==> config.mk <==
export PLATFORM = sky130hd
export DESIGN_NAME = intConcentrator
export DESIGN_NICKNAME = d
export VERILOG_FILES = /design/src/rtl/intcPkg.sv /design/src/rtl/intcDecode.sv /design/src/rtl/intcCore.sv /design/src/rtl/intConcentrator.sv
export SDC_FILE = /design/constraint.sdc
export NUM_CORES = 1
export LEC_CHECK = 0
export BUFFER_PORTS_ARGS = -buffer_cell sky130_fd_sc_hd__buf_2
export CORE_ASPECT_RATIO = 1.25
export CORE_MARGIN = 1.5
export CORE_UTILIZATION = 55
export DETAILED_ROUTE_END_ITERATION = 10
export HOLD_SLACK_MARGIN = 0.02
export PLACE_DENSITY = 0.86
export SLEW_MARGIN = 25
export SYNTH_ARGS = -nofsm -noshare
export SYNTH_HDL_FRONTEND = slang
export SYNTH_SLANG_ARGS = --single-unit
==> constraint.sdc <==
create_clock -name clk -period 5.4 [get_ports clk]
set_input_delay 0.27 -clock clk [delete_from_list [all_inputs] [get_ports clk]]
set_output_delay 0.27 -clock clk [all_outputs]
set_load 0.02 [all_outputs]
==> src/rtl/intcPkg.sv <==
package intcPkg;
  localparam int IDX_W = 5;

  localparam logic [15:0] SLOT_MAP_BASE = 16'h0C00;
  localparam logic [15:0] SLOT_MAP_MASK = 16'hFFC0;
  localparam logic [15:0] OBD_MAP_BASE  = 16'h1000;
  localparam logic [15:0] OBD_CLR_BASE  = 16'h1800;
  localparam logic [15:0] SLOT_CLR_BASE = 16'h1400;
  localparam logic [15:0] PAGE_MASK     = 16'hFF00;

  localparam logic [30:0] MAP_PRESET = 31'h7C0;
  localparam logic [30:0] OBD_TAG    = 31'h020;

  typedef struct packed {
    logic             slotMapSel;
    logic             obdMapSel;
    logic             slotMapWr;
    logic             obdMapWr;
    logic             slotClr;
    logic             obdClr;
    logic             mapEn;
    logic [IDX_W-1:0] idx;
  } intcStrobe_t;
endpackage

==> src/rtl/intcDecode.sv <==
module intcDecode
  import intcPkg::*;
(
  input  logic        regWrEn,
  input  logic [15:0] regAddr,
  input  logic [31:0] regWrData,
  output intcStrobe_t strb
);
  logic hiWord;
  logic slotMapHit, obdMapHit, slotClrHit, obdClrHit;

  always_comb begin
    hiWord     = regAddr[2];
    slotMapHit = hiWord && ((regAddr & SLOT_MAP_MASK) == SLOT_MAP_BASE);
    obdMapHit  = hiWord && ((regAddr & PAGE_MASK) == OBD_MAP_BASE);
    slotClrHit = hiWord && ((regAddr & PAGE_MASK) == SLOT_CLR_BASE);
    obdClrHit  = hiWord && ((regAddr & PAGE_MASK) == OBD_CLR_BASE);

    strb            = '0;
    strb.slotMapSel = slotMapHit;
    strb.obdMapSel  = obdMapHit;
    strb.slotMapWr  = regWrEn && slotMapHit;
    strb.obdMapWr   = regWrEn && obdMapHit;
    strb.slotClr    = regWrEn && slotClrHit;
    strb.obdClr     = regWrEn && obdClrHit;
    strb.mapEn      = regWrData[31];
    if (slotMapHit)      strb.idx = {2'b00, regAddr[5:3]};
    else if (slotClrHit) strb.idx = {2'b00, regAddr[7:5]};
    else                 strb.idx = regAddr[7:3];
  end
endmodule

==> src/rtl/intcCore.sv <==
module intcCore
  import intcPkg::*;
#(
  parameter int NUM_SLOT = 32,
  parameter int NUM_OBD  = 32,
  parameter int GRP_SIZE = 4,
  localparam int NUM_SRC   = NUM_SLOT + NUM_OBD,
  localparam int NUM_W     = $clog2(NUM_SRC),
  localparam int NUM_GRP   = NUM_SLOT / GRP_SIZE,
  localparam int GRP_W     = $clog2(NUM_GRP),
  localparam int GRP_SHIFT = $clog2(GRP_SIZE),
  localparam int OBD_W     = $clog2(NUM_OBD)
)(
  input  logic               clk,
  input  logic               rstN,
  input  logic [NUM_SRC-1:0] irqIn,
  input  intcStrobe_t        strb,
  output logic [31:0]        regRdData,
  output logic               reqValid,
  output logic [NUM_W-1:0]   reqNum
);
  logic [NUM_SRC-1:0] pendReg;
  logic [NUM_GRP-1:0] slotEn, slotEnNext;
  logic [NUM_OBD-1:0] obdEn, obdEnNext;
  logic [NUM_SRC-1:0] srcEn, eligible;
  logic [NUM_W-1:0]   pickNum;
  logic               reqIsSlot, grpMatch, obdMatch, retire;

  always_comb begin
    slotEnNext = slotEn;
    obdEnNext  = obdEn;
    if (strb.slotMapWr) slotEnNext[strb.idx[GRP_W-1:0]] = strb.mapEn;
    if (strb.obdMapWr)  obdEnNext[strb.idx[OBD_W-1:0]]  = strb.mapEn;
  end

  for (genvar i = 0; i < NUM_SLOT; i++) begin : g_slotEn
    assign srcEn[i] = slotEnNext[i / GRP_SIZE];
  end
  for (genvar j = 0; j < NUM_OBD; j++) begin : g_obdEn
    assign srcEn[NUM_SLOT + j] = obdEnNext[j];
  end

  assign eligible = pendReg & srcEn;

  always_comb begin
    pickNum = '0;
    for (int k = NUM_SRC - 1; k >= 0; k--) begin
      if (eligible[k]) pickNum = NUM_W'(k);
    end
  end

  always_comb begin
    reqIsSlot = reqNum < NUM_W'(NUM_SLOT);
    grpMatch  = reqIsSlot && (reqNum[GRP_SHIFT +: GRP_W] == strb.idx[GRP_W-1:0]);
    obdMatch  = !reqIsSlot && (reqNum[OBD_W-1:0] == strb.idx[OBD_W-1:0]);
    retire    = reqValid && (
                  (strb.slotClr && grpMatch) ||
                  (strb.obdClr && obdMatch) ||
                  (strb.slotMapWr && !strb.mapEn && grpMatch) ||
                  (strb.obdMapWr && !strb.mapEn && obdMatch));
  end

  always_ff @(posedge clk or negedge rstN) begin
    if (!rstN) begin
      pendReg  <= '0;
      slotEn   <= '0;
      obdEn    <= '0;
      reqValid <= 1'b0;
      reqNum   <= '0;
    end else begin
      pendReg <= irqIn;
      slotEn  <= slotEnNext;
      obdEn   <= obdEnNext;
      if (!reqValid || retire) begin
        reqValid <= |eligible;
        reqNum   <= (|eligible) ? pickNum : reqNum;
      end
    end
  end

  always_comb begin
    regRdData = '0;
    if (strb.slotMapSel)
      regRdData = {slotEn[strb.idx[GRP_W-1:0]],
                   MAP_PRESET | (31'(strb.idx[GRP_W-1:0]) << GRP_SHIFT)};
    else if (strb.obdMapSel)
      regRdData = {obdEn[strb.idx[OBD_W-1:0]],
                   (MAP_PRESET | OBD_TAG) + 31'(strb.idx[OBD_W-1:0])};
  end
endmodule

==> src/rtl/intConcentrator.sv <==
module intConcentrator
  import intcPkg::*;
#(
  parameter int NUM_SLOT = 32,
  parameter int NUM_OBD  = 32,
  parameter int GRP_SIZE = 4,
  localparam int NUM_SRC = NUM_SLOT + NUM_OBD,
  localparam int NUM_W   = $clog2(NUM_SRC)
)(
  input  logic               clk,
  input  logic               rstN,
  input  logic [NUM_SRC-1:0] irqIn,
  input  logic               regWrEn,
  input  logic [15:0]        regAddr,
  input  logic [31:0]        regWrData,
  output logic [31:0]        regRdData,
  output logic               reqValid,
  output logic [NUM_W-1:0]   reqNum
);
  intcStrobe_t strb;

  intcDecode u_decode (
    .regWrEn   (regWrEn),
    .regAddr   (regAddr),
    .regWrData (regWrData),
    .strb      (strb)
  );

  intcCore #(
    .NUM_SLOT (NUM_SLOT),
    .NUM_OBD  (NUM_OBD),
    .GRP_SIZE (GRP_SIZE)
  ) u_core (
    .clk       (clk),
    .rstN      (rstN),
    .irqIn     (irqIn),
    .strb      (strb),
    .regRdData (regRdData),
    .reqValid  (reqValid),
    .reqNum    (reqNum)
  );
endmodule

# == After elaboration in Yosys (flattened, before gate mapping) ==
# Index checks and enable logic that the tools add are counted.
# word_totals
ff_bits,111
latchBits,0
ramBits,0
rom_bits,0
mem_count,0
# classes
n_addsub,1
mul,0
div,0
n_lt_le_gt_ge,5
eq_ne,6
shifts,0
muxes,80
bitwise,1
n_reduce_logical,28
# op_table
operator,count
two-way mux 6 bit,64
two-way mux 32 bit,3
AND 64 bit,1
OR reduction 64 bit,1
bitwise mux 32 bit,1
== test 8 x 5 -> 1 bit (second input constant),3
logical AND 1 bit,19
adder 11 x 5 -> 12 bit (first input constant),1
== test 10 x 6 -> 1 bit (second input constant),1
two-way mux 5 bit,2
bitwise mux 8 bit,1
two-way mux 8 bit,1
less-than comparator 5 x 6 -> 1 bit (second input constant),1
less-than comparator 6 bit (second input constant),1
binary-select mux 1 bit (select 5 bit),1
demux 1 bit (select 5 bit),1
== test 5 bit,1
>= comparator 5 x 1 -> 1 bit (second input constant),1
logical OR 1 bit,4
less-than comparator 3 x 4 -> 1 bit (second input constant),1
two-way mux 1 bit,4
binary-select mux 1 bit (select 3 bit),1
demux 1 bit (select 3 bit),1
== test 3 bit,1
other kinds (3),5

# == Depth between registers and ports, before layout ==
# Gate-level depths: netlist of the first run.
# logic_depth
depth_word,75
mapped_depth,12

# == Modules after synthesis ==
# Synthesis of the first run repeated with hierarchy kept, for this count alone.
# hier_totals
cells_unflattened,624
hier_area_um2,6321.1
# by_module_without_submodules
module,n_inst,cells_each,area_each_um2,seq_area_each_um2
intcCore,1,602,6120.9,2777.7
intcDecode,1,22,200.2,0.0

# == Worst setup path before layout of the first run ==
# OpenSTA, ideal clock, no wires.
# synth_path
kind,input -> output
from,input port regAddr[11]
to,output port regRdData[31]
arrival_ps,3124
setup_slack_ps,2006
stages,9
n_path_buf,2
cell_sequence,or4b_4 > buf_6 > o31ai_4 > a21boi_4 > buf_6 > mux4_2 > mux4_2 > o311ai_1 > o31ai_1
# synth_between
elab_chain_len,8
word_cells_on_any_way,14
# synth_lines
element,line,rtl
"start, declared",intConcentrator.sv:14,"input logic [15:0] regAddr,"
== test 8 x 5 -> 1 bit,intcDecode.sv:16,slotClrHit = hiWord && ((regAddr & PAGE_MASK) == SLOT_CLR_BASE);
logical AND 1 bit,intcDecode.sv:16,
two-way mux 5 bit,intcDecode.sv:28,"else if (slotClrHit) strb.idx = {2'b00, regAddr[7:5]};"
two-way mux 5 bit,intcDecode.sv:27,"if (slotMapHit) strb.idx = {2'b00, regAddr[5:3]};"
binary-select mux 1 bit (select 5 bit),intcCore.sv:87,"regRdData = {obdEn[strb.idx[OBD_W-1:0]],"
two-way mux 1 bit (not written as such),intcCore.sv:87,
two-way mux 32 bit,intcCore.sv:86,else if (strb.obdMapSel)
two-way mux 32 bit (*),intcCore.sv:83,if (strb.slotMapSel)
"end, declared",intConcentrator.sv:16,"output logic [31:0] regRdData,"
# Every way passes the cells marked *; elsewhere a longest branch is shown, timed or not. The select of a mux whose other input is x is not followed.

# == Worst setup path after layout of the first run ==
# Same ends and word-level chain as after synthesis.

==> impl_metrics.env, run 1 <==
export IMPL_synth_simple_gate_area_share_pct=22.80
export IMPL_ys_async_sr_fraction_pct=100.0
export IMPL_rsz0062_at_grt="no"
export IMPL_pwr_share_comb_pct=10.2
export IMPL_arrival_ps=4170
export IMPL_synth_fa_ha_area_share_pct=0
export IMPL_synth_compound_area_share_pct=13.48
export IMPL_hp_class="input pin to register"
export IMPL_port_buffers=100
export IMPL_p_clk_share_pct=40.3
export IMPL_grt_max_degree=84
export IMPL_p_sw_share_pct=24.37
export IMPL_rr_startpoint="u_core.pendReg[62]$_DFF_PN0_"
export IMPL_finalCritPeriodShare_pct=82.16
export IMPL_wl_per_cell_um=19.65
export IMPL_nets=903
export IMPL_min_path_cells=1
export IMPL_end_kind="output port"
export IMPL_worstPathRequired_ps=5130
export IMPL_clk_pin_slew_ps=70
export IMPL_ys_top_cells_by_area="dfrtp_1 42%, mux2_2 6.2%, mux2i_1 4.9%, nand2_1 3.7%, nor4_1 3.0%"
export IMPL_final_max_slew_viol_count=0
export IMPL_power_density_nw_per_um2=222.8
export IMPL_synthMuxAreaShare_pct=14.48
export IMPL_clockBufferDepth=2
export IMPL_antenna_found_initial=0
export IMPL_place_congestion=0.8936
export IMPL_fmax_mhz=225.4
export IMPL_criticalPathCategory="input pin to output port"
export IMPL_synth_cell_area_sq_um=6690
export IMPL_path_cells="buf_2 > or4b_4 > o31ai_4 > a21boi_4 > mux4_1 > mux4_2 > o311ai_1 > o31ai_1 > buf_2"
export IMPL_layout_cells_non_filler=954
export IMPL_netlist_instances=660
export IMPL_layout_drive_gt1_share_pct=24.97
export IMPL_multi_input_area_sq_um=3532
export IMPL_synth_top_area_share_pct=41.52
export IMPL_root_buffer="clkbuf_16"
export IMPL_core_sq_um=11730
export IMPL_io_pins=154
export IMPL_wl_met3_um=1829
export IMPL_drt_iter0_drc=785
export IMPL_htreeDepth=3
export IMPL_synth_edff_count=0
export IMPL_cpMaxStageDelayCell="or4b_4"
export IMPL_cts_buffers=9
export IMPL_slew_headroom_pct=34.16
export IMPL_hold_viol=0
export IMPL_drc_errors=0
export IMPL_status="completed"
export IMPL_rr_worst_depth=8
export IMPL_reg2reg_to="u_core.reqNum[0]$_DFFE_PN0P_"
export IMPL_crit_fanout=39
export IMPL_hold_start="irqIn[37]"
export IMPL_ir_drop_uv=220.8
export IMPL_die_height_um=126.3
export IMPL_cts_setup_buffers=0
export IMPL_overflow=0
export IMPL_cellLeakagePower_uw=0.003411
export IMPL_avgViaCountPerCell=6.450
export IMPL_cts_tree="done"
export IMPL_switchingPower_uw=430.9
export IMPL_dpl_hpwl_um=12520
export IMPL_placed_cells=890
export IMPL_area_delta_synth_final_pct=18.61
export IMPL_wl_met1_um=7024
export IMPL_clock_sink_count=111
export IMPL_setup_viol=0
export IMPL_p_int_uw=1337
export IMPL_worst_clock_skew_ps=7.325
export IMPL_antenna_cells=0
export IMPL_regArea_sq_um=2778
export IMPL_crit_top_cell="buf_2"
export IMPL_totalWireLength_um=18750
export IMPL_ys_ff_latch=111
export IMPL_yosys_warnings=0
export IMPL_ant_nets=0
export IMPL_ys_seq_area_share_pct=41.52
export IMPL_tightest_slew_ps=960.2
export IMPL_crit_buf_inv=2
export IMPL_num_rows=44
export IMPL_grt_pass1_wl_um=29880
export IMPL_worstSetupStartpointType="input pin"
export IMPL_die_area_sq_um=12840
export IMPL_synth_distinct_cells=84
export IMPL_grt_pass1_vias=5927
export IMPL_min_period_ps=4437
export IMPL_synth_xor_area_share_pct=0.9164
export IMPL_synth_top_area_cell="dfrtp_1"
export IMPL_synth_top_family_by_area="simple AND/OR/NAND/NOR gates"
export IMPL_start_util_pct=57.05
export IMPL_reg2reg_slack_ps=2760
export IMPL_top_layer="met4"
export IMPL_cap_violations=0
export IMPL_fin_tns_setup_ps=0
export IMPL_slowest_delay_ps=820
export IMPL_filler_cell_count=856
export IMPL_cp_top_family="compound AO/OA/AOI/OAI gates"
export IMPL_clkLatencyLatePin_ps=350
export IMPL_grt_usage_pct=30.13
export IMPL_worstHoldEndpoint="u_core.pendReg[37]$_DFF_PN0_"
export IMPL_pwr_share_seq_pct=49.5
export IMPL_synth_main_ff_cell="dfrtp_1"
export IMPL_first_pass_iters=5
export IMPL_crit_cells=9
export IMPL_die_w_um=101.6
export IMPL_syn_avg_cell_area_sq_um=10.14
export IMPL_vias=6153
export IMPL_dr_wl_met2_um=9140
-- flip-flops by register name, summed over array words and instances, names as in the netlist --
signal and count:
u_core.obdEn 32, u_core.pendReg 64, u_core.slotEn 8, u_core.reqValid 1
u_core.reqNum 6
-- Yosys cell counts (all sizes together), types with 11 or more instances --
library cell	count
clkbuf	13
o22ai	15
nand2	66
nor3	11
dfrtp	111
inv	27
o21ai	25
buf	39
a21oi	17
nor4	48
mux2i	40
nor2	53
mux2	37
-- final cells by class --
type / instances / area share (%)
flip-flops and latches: 111 / 35.00
clock inverters: 6 / 1.151
well taps: 161 / 2.539
inverters: 27 / 1.277
clock buffers: 10 / 2.886
multi-input cells: 489 / 44.51
repair buffers: 150 / 12.63
-- cells by family after synthesis --
logic type / Yosys count
other: 1
AND/OR/NAND/NOR: 256
multiplexers: 82
buffers and inverters: 79
AO/OA/AOI/OAI: 124
flip-flops: 111
XOR/XNOR: 7
-- layer usage --
metal,track usage [%],vias up
met1,38.89,2948
met2,49.22,446
li1,-,2686
met3,4.738,73
met5,0,-
met4,14.54,0
-- cell usage in the layout (no fill, tap or decap), types with 7 or more instances in the layout --
master,synthesis,routed
dfrtp_1,111,111
o21ai_0,20,20
nand3_1,9,9
o22ai_1,14,14
mux2i_1,33,33
mux2_2,37,37
dlygate4sd3_1,0,48
nor4_1,32,32
nor4_2,15,15
a211oi_1,8,8
buf_2,4,99
nor3_1,9,9
a21oi_1,17,17
nand2_1,66,66
nor2b_1,9,9
inv_1,27,27
a31oi_1,7,7
clkbuf_16,0,9
nor2_1,53,53
conb_1,1,20
-- power by group through the flow --
stage	Combinational (uW)	Clock, uW	Sequential, uW
finish	181	712	875
global route	198	755	877
CTS	173	723	874
detailed placement	150	0	890
global placement	145	0	889
floorplan	96.1	0	885
-- worst register-to-register path: stages (launching register included) --
cell       delay [ps]
dfrtp_1           380
nand2_1            60
mux2_2            310
a211oi_1          260
o211ai_1          180
a31oi_1           310
o211ai_1          180
a2111oi_0         610
o22ai_1           190
-- per-stage QoR --
step | total power (uW) | hold slack [ps] | worst slack, ps | instance area (sq um) | util (%)
2_1_floorplan | 980.9 | -25.59 | 2006 | 6761 | -
3_3_place_gp | 1033 | 202.8 | 1008 | 7131 | 60.81
3_5_place_dp | 1040 | 210.8 | 1016 | 7131 | 60.81
4_1_cts | 1770 | 20.15 | 1018 | 7861 | 67.04
5_1_grt | 1830 | 22.71 | 843.9 | 7935 | 67.67
6_report | 1768 | 23.00 | 963.4 | 7935 | 67.67
-- worst max-delay path by stage --
stage,from,slack [ps],to
detailed placement,regAddr[11],1020,regRdData[31]
global route,regAddr[11],840,regRdData[31]
global placement,regAddr[11],1010,regRdData[31]
floorplan,regAddr[11],2010,regRdData[31]
finish,regAddr[11],960,regRdData[31]
CTS,regAddr[11],1020,regRdData[31]
-- repair_timing --
item,CTS,global route
hold buffers,41,7
resized for setup,0,0
endpoints found under the hold margin,68,7
Note: power is estimated with default switching activity, not from simulation.
==> inputs of run 2 (changes only) <==
--- a/config.mk
+++ b/config.mk
@@ -8,10 +8,10 @@
 export BUFFER_PORTS_ARGS = -buffer_cell sky130_fd_sc_hd__buf_2
 export CORE_ASPECT_RATIO = 1.25
 export CORE_MARGIN = 1.5
-export CORE_UTILIZATION = 55
+export CORE_UTILIZATION = 50
 export DETAILED_ROUTE_END_ITERATION = 10
 export HOLD_SLACK_MARGIN = 0.02
-export PLACE_DENSITY = 0.86
+export PLACE_DENSITY = 0.83
 export SLEW_MARGIN = 25
 export SYNTH_ARGS = -nofsm -noshare
 export SYNTH_HDL_FRONTEND = slang
==> constraint.sdc (replaced) <==
create_clock -name clk -period 4.05 [get_ports clk]
set_input_delay 0.2025 -clock clk [delete_from_list [all_inputs] [get_ports clk]]
set_output_delay 0.2025 -clock clk [all_outputs]
set_load 0.02 [all_outputs]
==> impl_metrics.env, run 2 (synthesis gave the netlist of run 1 again) <==
export IMPL_clk_pin_slew_ps=80
export IMPL_worst_clock_skew_ps=12.29
export IMPL_regMostFlops="u_core.pendReg"
export IMPL_clkLatencyLatePin_ps=350
export IMPL_dpl_hpwl_um=12230
export IMPL_port_buffers=100
export IMPL_cap_violations=0
export IMPL_end_kind="output port"
export IMPL_root_buffer="clkbuf_16"
export IMPL_placed_cells=914
export IMPL_rr_startpoint="u_core.pendReg[62]$_DFF_PN0_"
export IMPL_cts_tree="done"
export IMPL_slowest_delay_ps=560
export IMPL_clock_sink_count=111
export IMPL_io_pins=154
export IMPL_power_density_nw_per_um2=290.2
export IMPL_fin_tns_setup_ps=0
export IMPL_grt_pass1_vias=5784
export IMPL_cpMaxStageDelayCell="or4b_4"
export IMPL_htreeDepth=3
export IMPL_tightest_slew_ps=912.1
export IMPL_final_max_slew_viol_count=0
export IMPL_power_uw=2391
export IMPL_core_sq_um=13170
export IMPL_crit_fanout=38
export IMPL_drt_iter0_drc=539
export IMPL_rsz0062_at_grt="no"
export IMPL_status="completed"
export IMPL_layout_commonest_cell="dfrtp_1"
export IMPL_largest_reg_flops=64
export IMPL_finalCritPeriodShare_pct=91.76
export IMPL_min_period_ps=3716
export IMPL_ir_drop_uv=192.0
export IMPL_die_area_sq_um=14090
export IMPL_grt_usage_pct=26.04
export IMPL_cellLeakagePower_uw=0.003556
export IMPL_num_rows=47
export IMPL_start_util_pct=50.79
export IMPL_layout_cells_non_filler=995
export IMPL_worstPathRequired_ps=3850
export IMPL_slew_headroom_pct=39.19
export IMPL_grt_max_degree=73
export IMPL_top_regs="u_core.pendReg (64), u_core.obdEn (32), u_core.slotEn (8)"
export IMPL_antenna_cells=0
export IMPL_die_height_um=132.3
export IMPL_rr_worst_depth=8
export IMPL_grt_pass1_wl_um=28970
export IMPL_reg2reg_to="u_core.reqNum[0]$_DFFE_PN0P_"
export IMPL_hold_viol=0
export IMPL_worstSetupStartpointType="input pin"
export IMPL_hp_class="input pin to asynchronous set/reset pin"
export IMPL_reg2reg_slack_ps=1470
export IMPL_layout_common_cells="111 x dfrtp_1, 99 x buf_2, 66 x nand2_1, 65 x dlygate4sd3_1, 53 x nor2_1"
export IMPL_vias=6024
export IMPL_totalWireLength_um=18040
export IMPL_setup_viol=0
export IMPL_path_cells="buf_2 > or4b_4 > buf_4 > nor3_4 > buf_4 > mux2i_1 > o22ai_1 > a211oi_1 > nor3_1 > o21ai_0 > o311ai_1 > o31ai_1 > buf_2"
export IMPL_overflow=0
export IMPL_die_w_um=106.5
export IMPL_area_delta_synth_final_pct=23.15
export IMPL_nets=934
export IMPL_criticalPathCategory="input pin to output port"
export IMPL_antenna_found_initial=0
export IMPL_filler_cell_count=1046
export IMPL_place_congestion=0.9263
export IMPL_layout_drive_gt1_share_pct=25.85
export IMPL_drc_errors=0
export IMPL_cts_buffers=9
export IMPL_clockBufferDepth=2
export IMPL_first_pass_iters=8
export IMPL_wl_per_cell_um=18.13
export IMPL_arrival_ps=3510
export IMPL_cts_resized=0
export IMPL_avgViaCountPerCell=6.054
export IMPL_fmax_mhz=269.1
export IMPL_ant_nets=0
## run 2: what timing repair did
| action | in CTS | in global routing |
|---|---|---|
| hold endpoints to repair | 70 | 0 |
| setup buffers | 0 | 0 |
| hold buffers | 65 | 0 |
| setup endpoints to repair | 0 | 0 |
## run 2: worst max path at each step
| stage | start | endpoint | slack (ps) | depth (start not counted) |
|---|---|---|---|---|
| after global routing | regAddr[11] | regRdData[31] | 150 | 13 |
| after floorplan | regAddr[11] | regRdData[31] | 790 | 9 |
| final | regAddr[11] | regRdData[31] | 330 | 13 |
| after CTS | regAddr[11] | regRdData[31] | 360 | 13 |
| after global placement | regAddr[11] | regRdData[31] | 380 | 13 |
| after detailed placement | regAddr[4] | u_core.reqNum[0]$_DFFE_PN0P_ | 360 | 10 |
## run 2: power by group
group          leakage, uW  switching, uW  internal [uW]
sequential         0.00139           25.6           1140
clock             0.000162            415            550
combinational      0.00201            148            112
total              0.00356            589           1800
## run 2: layer usage
metal	track usage [%]	vias up	wire length (um)	share of wire, %
met5	0	-	0	0
met4	14.00	0	785	4.4
met3	3.856	59	1558	8.6
met2	41.18	356	8528	47
met1	34.52	2863	7166	40
li1	-	2746	-	-
## run 2: area by class of cell
type | count | area [sq um] | area share, %
sequential | 111 | 2778 | 33.71
clock inverter | 7 | 102.6 | 1.245
timing repair buffer | 181 | 1286 | 15.61
inverter | 27 | 101.3 | 1.230
multi-input combinational | 489 | 3532 | 42.87
tap | 171 | 214.0 | 2.597
clock buffer | 9 | 225.2 | 2.733
## run 2: critical path: cells and delay by family
family	cells	cell delay (ps)
AO/OA/AOI/OAI	5	820
buffers and inverters	4	900
multiplexers	1	520
AND/OR/NAND/NOR	3	1070
## run 2: stage by stage
stage	instance area (sq um)	setup WS, ps	util [%]	hold WS, ps
5_1_grt	8239	153.2	62.55	483.8
3_3_place_gp	7261	381.0	55.12	310.5
3_5_place_dp	7261	362.4	55.12	311.8
6_report	8239	333.8	62.55	477.4
4_1_cts	8239	364.7	62.55	478.3
2_1_floorplan	6761	791.4	-	-93.09
==> inputs of run 3 (changes only) <==
--- a/config.mk
+++ b/config.mk
@@ -5,13 +5,13 @@
 export SDC_FILE = /design/constraint.sdc
 export NUM_CORES = 1
 export LEC_CHECK = 0
-export BUFFER_PORTS_ARGS = -buffer_cell sky130_fd_sc_hd__buf_2
 export CORE_ASPECT_RATIO = 1.25
 export CORE_MARGIN = 1.5
-export CORE_UTILIZATION = 50
+export CORE_UTILIZATION = 55
 export DETAILED_ROUTE_END_ITERATION = 10
+export DONT_BUFFER_PORTS = 1
 export HOLD_SLACK_MARGIN = 0.02
-export PLACE_DENSITY = 0.83
+export PLACE_DENSITY = 0.78
 export SLEW_MARGIN = 25
 export SYNTH_ARGS = -nofsm -noshare
 export SYNTH_HDL_FRONTEND = slang
==> impl_metrics.env, run 3 (synthesis gave the netlist of run 1 again) <==
export IMPL_antenna_found_initial=0
export IMPL_io_pins=154
export IMPL_port_buffers=0
export IMPL_fin_util_pct=65.61
export IMPL_filler_cell_count=925
export IMPL_clockBufferDepth=2
export IMPL_layout_drive_gt1_share_pct=14.62
export IMPL_regMostFlops="u_core.pendReg"
export IMPL_start_util_pct=57.05
export IMPL_num_rows=44
export IMPL_hp_class="input pin to register"
export IMPL_status="completed"
export IMPL_tightest_slew_ps=1044
export IMPL_power_density_nw_per_um2=304.2
export IMPL_grt_usage_pct=29.77
export IMPL_setup_viol=0
export IMPL_fin_tns_setup_ps=0
export IMPL_die_height_um=126.3
export IMPL_path_cells="or4b_4 > buf_4 > nor3_4 > nand2_1 > o21ai_1 > mux4_2 > mux4_2 > o311ai_1 > o31ai_1"
export IMPL_end_kind="output port"
export IMPL_criticalPathCategory="input pin to output port"
export IMPL_area_delta_synth_final_pct=15.00
export IMPL_wl_per_cell_um=20.97
export IMPL_rsz0062_at_grt="no"
export IMPL_die_area_sq_um=12840
export IMPL_die_w_um=101.6
export IMPL_cpMaxStageDelayCell="or4b_4"
export IMPL_nets=829
export IMPL_crit_fanout=38
export IMPL_crit_top_cell="mux4_2"
export IMPL_min_period_ps=3606
export IMPL_grt_pass1_vias=5787
export IMPL_ant_nets=0
export IMPL_antenna_cells=0
export IMPL_clk_pin_slew_ps=80
export IMPL_worst_clock_skew_ps=11.46
export IMPL_rr_worst_depth=8
export IMPL_place_ws_ps=478.6
export IMPL_totalWireLength_um=18430
export IMPL_layout_commonest_cell="dfrtp_1"
export IMPL_worstSetupStartpointType="input pin"
export IMPL_cts_buffers=9
export IMPL_htreeDepth=3
export IMPL_ir_drop_uv=386.3
export IMPL_clock_sink_count=111
export IMPL_top_regs="u_core.pendReg (64), u_core.obdEn (32), u_core.slotEn (8)"
export IMPL_final_max_slew_viol_count=0
export IMPL_grt_max_degree=112
export IMPL_arrival_ps=3400
export IMPL_fmax_mhz=277.3
export IMPL_cts_setup_buffers=0
export IMPL_min_path_cells=1
export IMPL_avgViaCountPerCell=6.372
export IMPL_clkLatencyLatePin_ps=360
export IMPL_cellLeakagePower_uw=0.003116
export IMPL_finalCritPeriodShare_pct=89.03
export IMPL_place_congestion=0.9458
export IMPL_drc_errors=0
export IMPL_hold_ws_ps=40.28
export IMPL_first_pass_iters=5
export IMPL_slowest_delay_ps=540
export IMPL_layout_common_cells="111 x dfrtp_1, 67 x dlygate4sd3_1, 66 x nand2_1, 53 x nor2_1, 37 x mux2_2"
export IMPL_drt_iter0_drc=463
export IMPL_worstPathRequired_ps=3850
export IMPL_grt_pass1_wl_um=29420
export IMPL_vias=5601
export IMPL_cts_tree="done"
export IMPL_cts_resized=0
export IMPL_final_setup_worst_slack_ps=444.4
export IMPL_cts_hold_buf=68
export IMPL_hold_viol=0
export IMPL_dpl_hpwl_um=12380
export IMPL_cap_violations=0
export IMPL_overflow=0
export IMPL_root_buffer="clkbuf_16"
export IMPL_power_uw=2340
export IMPL_regArea_sq_um=2778
export IMPL_largest_reg_flops=64
export IMPL_core_sq_um=11730
export IMPL_multi_input_area_sq_um=3532
export IMPL_slew_headroom_pct=30.16
run 3: cell types whose count changed in the layout (fill, tap and decap cells not counted), sizes merged:
cell         delta
clkinv          -3
buf           -107
inv             +2
dlygate4sd3     +2
run 3: stage by stage:
stage	cell area, sq um	cells
final	7694	879
after global routing	7694	879
after CTS	7694	879
after detailed placement	6673	796
after global placement	6673	796
after floorplan	6761	679
run 3: worst max-delay path, delay by kind of cell:
kind	cells	cell delay, ps
compound gates	3	980
buf+inv	1	310
mux	2	890
simple gates	3	1020
run 3: worst paths after layout:
path                                                    from                           end  slack, ps
worst max-delay path                             regAddr[11]                 regRdData[31]        440
worst min-delay path                           regWrData[31]     u_core.obdEn[6]$_DFF_PN0_         40
worst max register to register  u_core.reqNum[3]$_DFFE_PN0P_  u_core.reqNum[2]$_DFFE_PN0P_       1570
worst min register to register    u_core.obdEn[10]$_DFF_PN0_    u_core.obdEn[10]$_DFF_PN0_        520
max in group asynchronous                               rstN     u_core.obdEn[3]$_DFF_PN0_       3160
min in group asynchronous                               rstN  u_core.pendReg[54]$_DFF_PN0_        430
run 3: final cells by class:
cell class | instances | area share, %
multi-input cells | 489 | 45.91
flip-flops and latches | 111 | 36.10
repair buffers | 76 | 9.855
clock buffers | 9 | 2.927
well taps | 161 | 2.618
inverters | 27 | 1.317
clock inverters | 6 | 1.268
run 3: metal layers:
metal | routed length (um) | vias to the layer above | track usage (%)
met3 | 1371 | 53 | 6.612
met5 | 0 | - | 0
met2 | 9471 | 267 | 51.29
met4 | 532 | 0 | 12.09
met1 | 7059 | 2749 | 35.64
li1 | - | 2532 | -
run 3: where the power goes:
part           total [uW]  switching [uW]  internal [uW]
combinational         196             112           84.5
sequential           1170            24.7           1140
clock                 979             429            550
